<file path="src/rtl/ir_cap_pkg.sv">
package ir_cap_pkg;

  localparam int ENTRY_W  = 8;
  localparam int LANES    = 4;
  localparam int DG_W     = 5;
  localparam int SETTLE_W = 8;
  localparam logic [ENTRY_W-1:0] ENTRY_MAX = 8'hFF;

  localparam logic [7:0] OFF_CFG     = 8'h0C;
  localparam logic [7:0] OFF_PERIOD  = 8'h10;
  localparam logic [7:0] OFF_THR     = 8'h14;
  localparam logic [7:0] OFF_RESTART = 8'h18;
  localparam logic [7:0] OFF_IEN     = 8'h1C;
  localparam logic [7:0] OFF_ACK     = 8'h20;
  localparam logic [7:0] OFF_BANK    = 8'h30;

  typedef enum logic [1:0] {ST_IDLE, ST_RUN, ST_SETTLE, ST_DONE} cap_state_t;

  // saturating one-tick increment of a width entry
  function automatic logic [ENTRY_W-1:0] width_step(input logic [ENTRY_W-1:0] w);
    return (w == ENTRY_MAX) ? w : w + 1'b1;
  endfunction

  // a differing level is taken once it has been seen on 'need' ticks (0 acts as 1)
  function automatic logic level_taken(input logic [DG_W-1:0] seen, input logic [DG_W-1:0] need);
    logic [DG_W:0] seen_now;
    logic [DG_W:0] need_eff;
    seen_now = {1'b0, seen} + 1'b1;
    need_eff = (need == '0) ? {{DG_W{1'b0}}, 1'b1} : {1'b0, need};
    return seen_now >= need_eff;
  endfunction

endpackage

</file>
<file path="src/rtl/ir_cap_sampler.sv">
module ir_cap_sampler
  import ir_cap_pkg::*;
#(
  parameter int PERIOD_W = 16
) (
  input  logic                clk,
  input  logic                rst_n,
  input  logic                ir_in,
  input  logic                sample_en,
  input  logic                active_low,
  input  logic [PERIOD_W-1:0] period,
  input  logic [DG_W-1:0]     dg_need,
  output logic                tick,
  output logic                accept,
  output logic                level
);

  logic [1:0]          sync_q;
  logic [PERIOD_W-1:0] tcnt_q;
  logic [DG_W-1:0]     seen_q;
  logic                lvl_q;
  logic                mark_now;
  logic                differs;

  assign mark_now = sync_q[1] ^ active_low;
  assign differs  = mark_now != lvl_q;
  assign tick     = sample_en && (tcnt_q >= period);
  assign accept   = tick && differs && level_taken(seen_q, dg_need);
  assign level    = lvl_q;

  always_ff @(posedge clk or negedge rst_n) begin
    if (!rst_n) begin
      sync_q <= '0;
      tcnt_q <= '0;
      seen_q <= '0;
      lvl_q  <= 1'b0;
    end else begin
      sync_q <= {sync_q[0], ir_in};
      if (!sample_en || tick) tcnt_q <= '0;
      else                    tcnt_q <= tcnt_q + 1'b1;
      if (tick) begin
        if (accept) begin
          lvl_q  <= mark_now;
          seen_q <= '0;
        end else if (differs) begin
          seen_q <= seen_q + 1'b1;
        end else begin
          seen_q <= '0;
        end
      end
    end
  end

endmodule

</file>
<file path="src/rtl/ir_cap_engine.sv">
module ir_cap_engine
  import ir_cap_pkg::*;
#(
  parameter int BANK_WORDS = 17,
  localparam int N_ENT = BANK_WORDS * LANES,
  localparam int IDX_W = $clog2(N_ENT + 1)
) (
  input  logic                          clk,
  input  logic                          rst_n,
  input  logic                          step,
  input  logic                          accept,
  input  logic                          level,
  input  logic                          restart,
  input  logic [SETTLE_W-1:0]           settle_need,
  output logic [BANK_WORDS*32-1:0]      bank_flat,
  output cap_state_t                    state,
  output logic [IDX_W-1:0]              entry_idx,
  output logic                          done_set
);

  cap_state_t           st_q, st_d;
  logic [ENTRY_W-1:0]   width_q, width_d;
  logic [IDX_W-1:0]     idx_q, idx_d;
  logic [SETTLE_W-1:0]  settle_q, settle_d;
  logic                 store_en;
  logic [ENTRY_W-1:0]   store_val;

  assign state     = st_q;
  assign entry_idx = idx_q;

  always_comb begin
    st_d      = st_q;
    width_d   = width_q;
    idx_d     = idx_q;
    settle_d  = settle_q;
    store_en  = 1'b0;
    store_val = width_q;
    done_set  = 1'b0;
    if (restart) begin
      st_d     = ST_IDLE;
      width_d  = '0;
      idx_d    = '0;
      settle_d = '0;
    end else if (step) begin
      unique case (st_q)
        ST_IDLE: begin
          if (accept && !level) begin
            st_d    = ST_RUN;
            width_d = 8'd1;
            idx_d   = '0;
          end
        end
        ST_RUN: begin
          if (accept) begin
            store_en = 1'b1;
            idx_d    = idx_q + 1'b1;
            width_d  = 8'd1;
            if (idx_q == IDX_W'(N_ENT - 1)) begin
              st_d     = ST_DONE;
              done_set = 1'b1;
            end
          end else if (!level && width_q == ENTRY_MAX - 1'b1) begin
            store_en  = 1'b1;
            store_val = ENTRY_MAX;
            idx_d     = idx_q + 1'b1;
            width_d   = '0;
            settle_d  = '0;
            st_d      = ST_SETTLE;
          end else begin
            width_d = width_step(width_q);
          end
        end
        ST_SETTLE: begin
          if (settle_q == settle_need) begin
            st_d     = ST_DONE;
            done_set = 1'b1;
          end else begin
            settle_d = settle_q + 1'b1;
          end
        end
        default: ;
      endcase
    end
  end

  always_ff @(posedge clk or negedge rst_n) begin
    if (!rst_n) begin
      st_q     <= ST_IDLE;
      width_q  <= '0;
      idx_q    <= '0;
      settle_q <= '0;
    end else begin
      st_q     <= st_d;
      width_q  <= width_d;
      idx_q    <= idx_d;
      settle_q <= settle_d;
    end
  end

  for (genvar g = 0; g < N_ENT; g++) begin : g_ent
    logic [ENTRY_W-1:0] ent_q;
    always_ff @(posedge clk or negedge rst_n) begin
      if (!rst_n)                                  ent_q <= '0;
      else if (restart)                            ent_q <= '0;
      else if (store_en && idx_q == IDX_W'(g))     ent_q <= store_val;
    end
    assign bank_flat[g*ENTRY_W +: ENTRY_W] = ent_q;
  end

endmodule

</file>
<file path="src/rtl/ir_cap_regs.sv">
module ir_cap_regs
  import ir_cap_pkg::*;
#(
  parameter int ADDR_W     = 8,
  parameter int PERIOD_W   = 16,
  parameter int PERIOD_RST = 0,
  parameter int BANK_WORDS = 17
) (
  input  logic                     clk,
  input  logic                     rst_n,
  input  logic                     we,
  input  logic [ADDR_W-1:0]        addr,
  input  logic [31:0]              wdata,
  output logic [31:0]              rdata,
  input  logic [BANK_WORDS*32-1:0] bank_flat,
  input  logic                     done_set,
  output logic                     ir_en,
  output logic                     active_low,
  output logic                     pw_en,
  output logic [SETTLE_W-1:0]      settle_need,
  output logic [PERIOD_W-1:0]      period,
  output logic [DG_W-1:0]          dg_need,
  output logic                     restart,
  output logic                     ack,
  output logic                     irq
);

  logic ien_q, pend_q;
  logic [ADDR_W-1:0] rel;
  logic in_bank;
  logic unused_hi;

  assign unused_hi = ^wdata[31:24];
  assign restart   = we && addr == ADDR_W'(OFF_RESTART) && wdata[0];
  assign ack       = we && addr == ADDR_W'(OFF_ACK) && wdata[0];
  assign irq       = pend_q & ien_q;
  assign rel       = addr - ADDR_W'(OFF_BANK);
  assign in_bank   = int'(addr) >= int'(OFF_BANK) && int'(addr) < int'(OFF_BANK) + 4 * BANK_WORDS;

  always_ff @(posedge clk or negedge rst_n) begin
    if (!rst_n) begin
      ir_en       <= 1'b0;
      active_low  <= 1'b0;
      pw_en       <= 1'b0;
      settle_need <= '0;
      period      <= PERIOD_W'(PERIOD_RST);
      dg_need     <= '0;
      ien_q       <= 1'b0;
      pend_q      <= 1'b0;
    end else begin
      if (we && addr == ADDR_W'(OFF_CFG)) begin
        ir_en       <= wdata[0];
        active_low  <= wdata[1];
        pw_en       <= wdata[13];
        settle_need <= wdata[23:16];
      end
      if (we && addr == ADDR_W'(OFF_PERIOD)) period  <= wdata[PERIOD_W-1:0];
      if (we && addr == ADDR_W'(OFF_THR))    dg_need <= wdata[12:8];
      if (we && addr == ADDR_W'(OFF_IEN))    ien_q   <= wdata[0];
      if (done_set) pend_q <= 1'b1;
      else if (ack) pend_q <= 1'b0;
    end
  end

  always_comb begin
    rdata = '0;
    if (addr == ADDR_W'(OFF_CFG))
      rdata = {8'b0, settle_need, 2'b0, pw_en, 11'b0, active_low, ir_en};
    else if (addr == ADDR_W'(OFF_PERIOD))
      rdata = 32'(period);
    else if (addr == ADDR_W'(OFF_THR))
      rdata = {19'b0, dg_need, 8'b0};
    else if (addr == ADDR_W'(OFF_IEN))
      rdata = {31'b0, ien_q};
    else if (in_bank) begin
      for (int w = 0; w < BANK_WORDS; w++)
        if (int'(rel[ADDR_W-1:2]) == w) rdata = bank_flat[w*32 +: 32];
    end
  end

endmodule

</file>
<file path="src/rtl/ir_pulse_capture.sv">
module ir_pulse_capture
  import ir_cap_pkg::*;
#(
  parameter int ADDR_W     = 8,
  parameter int PERIOD_W   = 16,
  parameter int PERIOD_RST = 0,
  parameter int BANK_WORDS = 17
) (
  input  logic              clk,
  input  logic              rst_n,
  input  logic              ir_in,
  input  logic              reg_we,
  input  logic [ADDR_W-1:0] reg_addr,
  input  logic [31:0]       reg_wdata,
  output logic [31:0]       reg_rdata,
  output logic              irq
);

  localparam int IDX_W = $clog2(BANK_WORDS * LANES + 1);

  logic                     ir_en, active_low, pw_en;
  logic [SETTLE_W-1:0]      settle_need;
  logic [PERIOD_W-1:0]      period;
  logic [DG_W-1:0]          dg_need;
  logic                     tick_w, accept_w, level_w;
  logic                     restart_w, ack_w, done_set_w;
  cap_state_t               cap_state_w;
  logic [IDX_W-1:0]         cap_idx_w;
  logic [BANK_WORDS*32-1:0] bank_w;

  ir_cap_sampler #(.PERIOD_W(PERIOD_W)) u_sampler (
    .clk(clk), .rst_n(rst_n), .ir_in(ir_in),
    .sample_en(ir_en), .active_low(active_low),
    .period(period), .dg_need(dg_need),
    .tick(tick_w), .accept(accept_w), .level(level_w)
  );

  ir_cap_engine #(.BANK_WORDS(BANK_WORDS)) u_engine (
    .clk(clk), .rst_n(rst_n),
    .step(tick_w & pw_en), .accept(accept_w), .level(level_w),
    .restart(restart_w), .settle_need(settle_need),
    .bank_flat(bank_w), .state(cap_state_w), .entry_idx(cap_idx_w),
    .done_set(done_set_w)
  );

  ir_cap_regs #(
    .ADDR_W(ADDR_W), .PERIOD_W(PERIOD_W),
    .PERIOD_RST(PERIOD_RST), .BANK_WORDS(BANK_WORDS)
  ) u_regs (
    .clk(clk), .rst_n(rst_n),
    .we(reg_we), .addr(reg_addr), .wdata(reg_wdata), .rdata(reg_rdata),
    .bank_flat(bank_w), .done_set(done_set_w),
    .ir_en(ir_en), .active_low(active_low), .pw_en(pw_en),
    .settle_need(settle_need), .period(period), .dg_need(dg_need),
    .restart(restart_w), .ack(ack_w), .irq(irq)
  );

endmodule

</file>
<file path="config.mk">
export PLATFORM = sky130hd
export DESIGN_NAME = ir_pulse_capture
export DESIGN_NICKNAME = d
export VERILOG_FILES = /design/src/rtl/ir_cap_pkg.sv /design/src/rtl/ir_cap_sampler.sv /design/src/rtl/ir_cap_engine.sv /design/src/rtl/ir_cap_regs.sv /design/src/rtl/ir_pulse_capture.sv
export SDC_FILE = /design/constraint.sdc
export NUM_CORES = 1
export LEC_CHECK = 0
export BUFFER_PORTS_ARGS = -buffer_cell sky130_fd_sc_hd__buf_2
export CAP_MARGIN = 20
export CORE_ASPECT_RATIO = 1.2
export CORE_MARGIN = 1
export CORE_UTILIZATION = 30
export DETAILED_ROUTE_END_ITERATION = 12
export PLACE_DENSITY = 0.55
export SYNTH_ARGS = -nofsm -noshare
export SYNTH_HDL_FRONTEND = slang
export SYNTH_SLANG_ARGS = --single-unit
</file>
<file path="constraint.sdc">
create_clock -name clk -period 3.14 [get_ports clk]
set_input_delay 0.471 -clock clk [delete_from_list [all_inputs] [get_ports clk]]
set_output_delay 0.471 -clock clk [all_outputs]
set_load 0.02 [all_outputs]
</file>
# After elaboration in Yosys (flattened, before gate mapping)
# Index checks and enable logic that the tools add are counted.
# word_totals
ff_bits,627
latchBits,0
ramBits,0
romBits,0
input_bits,44
out_inout_bits,33
wordCells,574
n_memories,0
# op_classes
n_addsub,7
n_mul,0
n_div,0
n_lt_le_gt_ge,4
eq_ne,103
shift,0
n_mux,206
bitwise_logic,3
n_reduce_logical,167
# op_table
cell,count
$mux 8,151
$mux 32,22
$eq 7x6->1 const B,32
$reduce_bool 2->1,70
$eq 7x5->1 const B,16
$logic_and 1x1->1,82
$eq 7x4->1 const B,8
$eq 6x5->1 const B,8
$mux 7,5
$eq 8x5->1 const B,4
$pmux 8 s2,2
$eq 7x3->1 const B,4
$eq 7x7->1 const B,4
$eq 6x4->1 const B,4
$add 16x1->16 const B,1
$add 8x1->8 const B,2
$eq 8x8->1 const B,2
$ge 16x16->1,1
$mux 16,1
$mux 5,3
$eq 7x2->1 const B,2
$mux 2,7
$pmux 7 s2,1
$eq 6x3->1 const B,2
other kinds (38),56

# Longest topological paths before layout
# logic_depth
word_depth,24
depth_mapped,14
ltp_nobuf,11

# Hierarchy
# A second synthesis with hierarchy kept.
# hier_totals
cells_unflattened,3112
hier_area_um2,32487.4
# modules_own_cells
mod,n_inst,cells_each,area_per_inst_um2,seq_area_each_um2
ir_cap_engine,1,2103,24026.8,14238.7
ir_cap_regs,1,825,6746.5,850.8
ir_cap_sampler,1,183,1707.9,600.6
ir_pulse_capture,1,1,6.3,0.0

# Worst setup path before layout
# No wires, ideal clock.
# synth_timing
kind,input-to-output
startpoint,input port reg_addr[7]
endpoint,output port reg_rdata[11]
arrival_time_ns,2.679
t_required_ns,2.669
slack_ns,-0.010
cell_stages,10
path_buffers,4
path_cell_list,clkbuf_1 or4b_1 buf_2 nor2_2 buf_2 buf_2 a22oi_1 nand3_1 o21ai_0 a311oi_1
# synth_via
elab_chain_len,24
word_cells_on_any_way,47
cone_classes,1 x add/sub; 2 x order compare; 20 x eq/ne; 22 x mux; 2 x reduce/logical
# synth_rtl
element,line_no,rtl
start: declaration,ir_pulse_capture.sv:13,"input logic [ADDR_W-1:0] reg_addr,"
$sub 8x6->8,ir_cap_regs.sv:37,assign rel = addr - ADDR_W'(OFF_BANK);
$logic_not 6->1,ir_cap_regs.sv:77,if (int'(rel[ADDR_W-1:2]) == w) rdata = bank_flat[w*32 +: 32];
$mux 32 (17 in a row),ir_cap_regs.sv:77,
$mux 32,ir_cap_regs.sv:75,else if (in_bank) begin
$mux 32,ir_cap_regs.sv:73,else if (addr == ADDR_W'(OFF_IEN))
$mux 32,ir_cap_regs.sv:71,else if (addr == ADDR_W'(OFF_THR))
$mux 32,ir_cap_regs.sv:69,else if (addr == ADDR_W'(OFF_PERIOD))
$mux 32 *,ir_cap_regs.sv:67,if (addr == ADDR_W'(OFF_CFG))
end: declaration,ir_pulse_capture.sv:15,"output logic [31:0] reg_rdata,"
# Every way passes the cells marked *; elsewhere a longest branch is shown, timed or not.

# Worst setup path in the final report
# layout_timing
startpoint,register u_engine.g_ent[13].ent_q[1]
endpoint,output port reg_rdata[9]
# layout_via
elab_chain_len,19
# layout_rtl
element,line_no,rtl
start: declaration,ir_cap_engine.sv:101,logic [ENTRY_W-1:0] ent_q;
start signal: assignment,ir_cap_engine.sv:105,else if (store_en && idx_q == IDX_W'(g)) ent_q <= store_val;
$mux 32 (14 in a row),ir_cap_regs.sv:77,
$mux 32,ir_cap_regs.sv:75,
$mux 32,ir_cap_regs.sv:73,
$mux 32,ir_cap_regs.sv:71,
$mux 32,ir_cap_regs.sv:69,
$mux 32,ir_cap_regs.sv:67,
# No other way between the ends.

==> metrics.md <==
| Metric | Value |
|---|---|
| Post-synthesis sequential area ratio | `49.9%` |
| Vias in the first global route | `27400` |
| Minimum clock period | `3.15 ns` |
| Clock skew | `0.0231 ns` |
| Die Y | `357 um` |
| Main flop type after synthesis | `dfrtp_1` |
| Row cnt | `129` |
| Share of layout cells above drive strength 1 | `24.0%` |
| Setup TNS | `-0.0227 ns` |
| Initial antenna violation count | `0` |
| Status | `finished, violations left` |
| Hpwl dp | `75400 um` |
| Vias | `27600` |
| Critical path endpoint category | `output pin` |
| # nets final | `3363` |
| H-tree Lvls | `3` |
| Num CTS Buffers | `66` |
| PnR worst setup slack | `-0.00954 ns` |
| Mapped Cells | `3124` |
| #FFs+latches synth | `627` |
| Slack of the worst reg-to-reg path | `0.12 ns` |
| Worst Tran Pin Value | `0.593 ns` |
| Placed insts | `4548` |
| Count of final hold-check violations | `0` |
| GR Util All Layers | `21.3%` |
| Max_cap viols | `0` |
| Post-synth EDFFs | `0` |
| Max-slew headroom | `60.4%` |
| R2R depth | `12` |
| CTS sink count | `627` |
| Fin util | `37.8%` |
| Avg WL per Cell | `24.7 um` |
| Post-synthesis cell area | `0.0314 mm^2` |
| Maximum clock rate | `0.318 GHz` |
| Max-slew violations | `0` |
| Number of inserted diodes | `0` |
| Post-Syn Area per Cell | `10.1 um^2` |
| Hold Slack | `0.0799 ns` |
| Worst-path clk slew | `0.06 ns` |
| PwrDens | `477 mW/mm^2` |
| Gp weighted congestion | `0.841` |
| Arr. time, crit path | `2.68 ns` |
| Setup crit start kind | `flip-flop` |
| Reg-to-reg endpoint | `u_engine.width_q[6]$_DFFE_PN0P_` |
| I/O Buffers | `68` |
| Setup violators final | `4` |
| Max VDD drop | `0.503 mV` |
| Root Buffer Master | `clkbuf_16` |
| Grt total ovfl | `0` |
| Count of cell types in the netlist | `79` |
| Critical path endpoint | `reg_rdata[9]` |
| Worst Path Required | `2.67 ns` |
| Width of the die | `298 um` |
| Die area | `0.106 mm^2` |
| I/O pins | `77` |
| Power Total | `18.7 mW` |
| Critical path origin | `u_engine.g_ent[13].ent_q[1]$_DFFE_PN0P_` |
| Largest net degree at the start of global routing | `129` |
| Fill count | `10200` |
| Non-Filler Instances | `4706` |
| Warnings from Yosys | `0` |
| Clk buf depth | `3` |
| Initial drt markers | `2586` |
| Core Region | `0.103 mm^2` |
| Final period utilization | `100%` |
| First drt pass iteration count | `6` |
| CP max FO | `2` |
| Failing checks | `setup timing` |
| Mapped Nets | `3201` |
| Ys async rst share | `100%` |
| TritonCTS clock tree | `done` |
| First-pass GRT wire length | `177000 um` |
| Via density | `5.85` |
| Total Wirelength | `116000 um` |
| Synth-to-Final Area Change | `24.4%` |
| Later-pin clock latency in the skew report | `0.64 ns` |
| LEAKAGE | `16.2 nW` |
| RSZ-0062 raised after global routing | `yes` |
| Drt drc | `0` |
| Post-DRT Antenna Nets | `0` |
| Setup CP Type | `reg2out` |
| Hold Path Class | `in2reg` |
| Reg2reg start | `u_regs.period[13]$_DFFE_PN0P_` |
| Initial cell density of the core | `30.4%` |
-- registers in the layout, summed over array words and instances (netlist names), 5 cells and up --
signal                count
u_engine.g_ent.ent_q    544
u_sampler.seen_q          5
u_engine.width_q          8
u_regs.settle_need        8
u_regs.dg_need            5
u_sampler.tcnt_q         16
u_regs.period            16
u_engine.entry_idx        7
u_engine.settle_q         8
-- synthesized netlist by cell type (13+ instances only) --
cell        n  area share, %
buf_1      13           0.16
nand2b_1   19           0.38
a22oi_1    62            1.5
nor2b_1    13           0.26
mux2_2     45            1.6
dfrtp_1   627             50
nor2_1     70           0.84
o211ai_1  506             12
a221oi_1   33           0.92
mux4_2     35            2.5
inv_1      37           0.44
o21ai_1   127            2.0
or2_0      30           0.60
nand2_1   179            2.1
nand3_1    57           0.91
o21ai_0   475            7.6
xnor2_1    18           0.50
nand4_1    14           0.28
a22o_1     13           0.36
buf_2      86            1.4
a31oi_1    16           0.32
and3_1     16           0.32
o31ai_1    18           0.43
a222oi_1   14           0.45
mux2i_1    62            2.0
ha_1       33            1.3
a21oi_1    70            1.1
clkbuf_1  253            3.0
o22ai_1    22           0.44
-- area by class of cell --
class	count	area (um^2)	share of cell area (%)
Clock buffer	93	1940	4.95
Clock inverter	20	337	0.860
Inverter	37	139	0.355
Multi-Input combinational cell	2108	15100	38.5
Sequential cell	627	15700	40.1
Tap cell	1375	1720	4.40
Timing Repair Buffer	446	4230	10.8
-- cells in the final DEF, fill, tap and decap left out, types with 15 or more instances in the layout --
| master | synthesis | routed |
|---|---|---|
| inv_1 | 37 | 37 |
| xnor2_1 | 18 | 17 |
| mux4_2 | 35 | 35 |
| or2_4 | 0 | 16 |
| buf_4 | 0 | 296 |
| a21oi_1 | 70 | 60 |
| buf_12 | 0 | 61 |
| buf_6 | 0 | 35 |
| nand2_1 | 179 | 164 |
| a22oi_1 | 62 | 55 |
| clkbuf_16 | 0 | 72 |
| nor2_1 | 70 | 62 |
| mux2_2 | 45 | 45 |
| mux2i_1 | 62 | 62 |
| nand3_1 | 57 | 54 |
| o21ai_0 | 475 | 453 |
| o22ai_1 | 22 | 16 |
| buf_2 | 86 | 43 |
| ha_1 | 33 | 32 |
| or2_1 | 1 | 15 |
| o21ai_1 | 127 | 133 |
| a221oi_1 | 33 | 24 |
| o211ai_1 | 506 | 506 |
| dfrtp_1 | 627 | 627 |
-- critical path, stage by stage, from the launching register on --
cell	delay, ns
dfrtp_1	0.38
mux4_2	0.50
a32oi_1	0.17
nand3_1	0.14
a222oi_1	0.33
buf_4	0.21
a32oi_2	0.12
buf_4	0.18
-- repair_timing --
action | 4_1_cts | 5_1_grt
setup endpoints to repair | 536 | 581
cloned | 0 | 5
pin swaps | 32 | 53
endpoints found under the hold margin | 43 | 0
hold buffers | 2 | 0
buffers inserted | 16 | 22
resized for setup | 132 | 158
-- stage by stage --
step | area [um^2] | setup WS, ns
final | 39100 | -0.00954
after global routing | 39100 | -0.112
after CTS | 38300 | -0.0910
after detailed placement | 35400 | -0.371
after global placement | 35400 | -0.359
after floorplan | 31500 | 0.0464
-- cells by family after synthesis --
kind of cell	after synthesis	synth area share, %
buffers and inverters	389	4.99
and+or+nand+nor	475	7.55
AOI/OAI and AO/OA	1429	29.3
xor gates and xnor gates	29	0.855
DFF	627	49.9
adders and majority gates	33	1.31
muxes	142	6.09
-- per-layer routing --
metal  vias to the layer above  part of all wire [%]  GRT usage (%)
met5                         -                     0              0
met4                         0                   3.1           7.88
met3                       185                   4.8           2.03
met2                       909                    49           36.2
met1                     14200                    43           28.2
li1                      12200                     -              -
-- how the worst min path moves through the flow --
stage / from / to / slack (ns) / cells past startpoint
final: reg_wdata[20] / u_regs.settle_need[4]$_DFFE_PN0P_ / 0.08 / 2
after global routing: reg_wdata[19] / u_regs.settle_need[3]$_DFFE_PN0P_ / 0.08 / 2
after CTS: reg_wdata[20] / u_regs.settle_need[4]$_DFFE_PN0P_ / 0.07 / 2
after detailed placement: u_sampler.sync_q[0]$_DFF_PN0_ / u_sampler.sync_q[1]$_DFF_PN0_ / 0.35 / 0
after global placement: u_sampler.sync_q[0]$_DFF_PN0_ / u_sampler.sync_q[1]$_DFF_PN0_ / 0.35 / 0
after floorplan: rst_n / u_engine.entry_idx[0]$_DFFE_PN0P_ / 0.18 / 0
-- power by group --
| group | switching (mW) | total, mW | internal [mW] | leakage [nW] |
|---|---|---|---|---|
| Sequential | 0.0632 | 8.19 | 8.13 | 8.74 |
| Combinational | 1.37 | 1.99 | 0.624 | 6.34 |
| Clock | 3.44 | 8.48 | 5.04 | 1.12 |
Note: power is estimated with default switching activity, not from simulation.
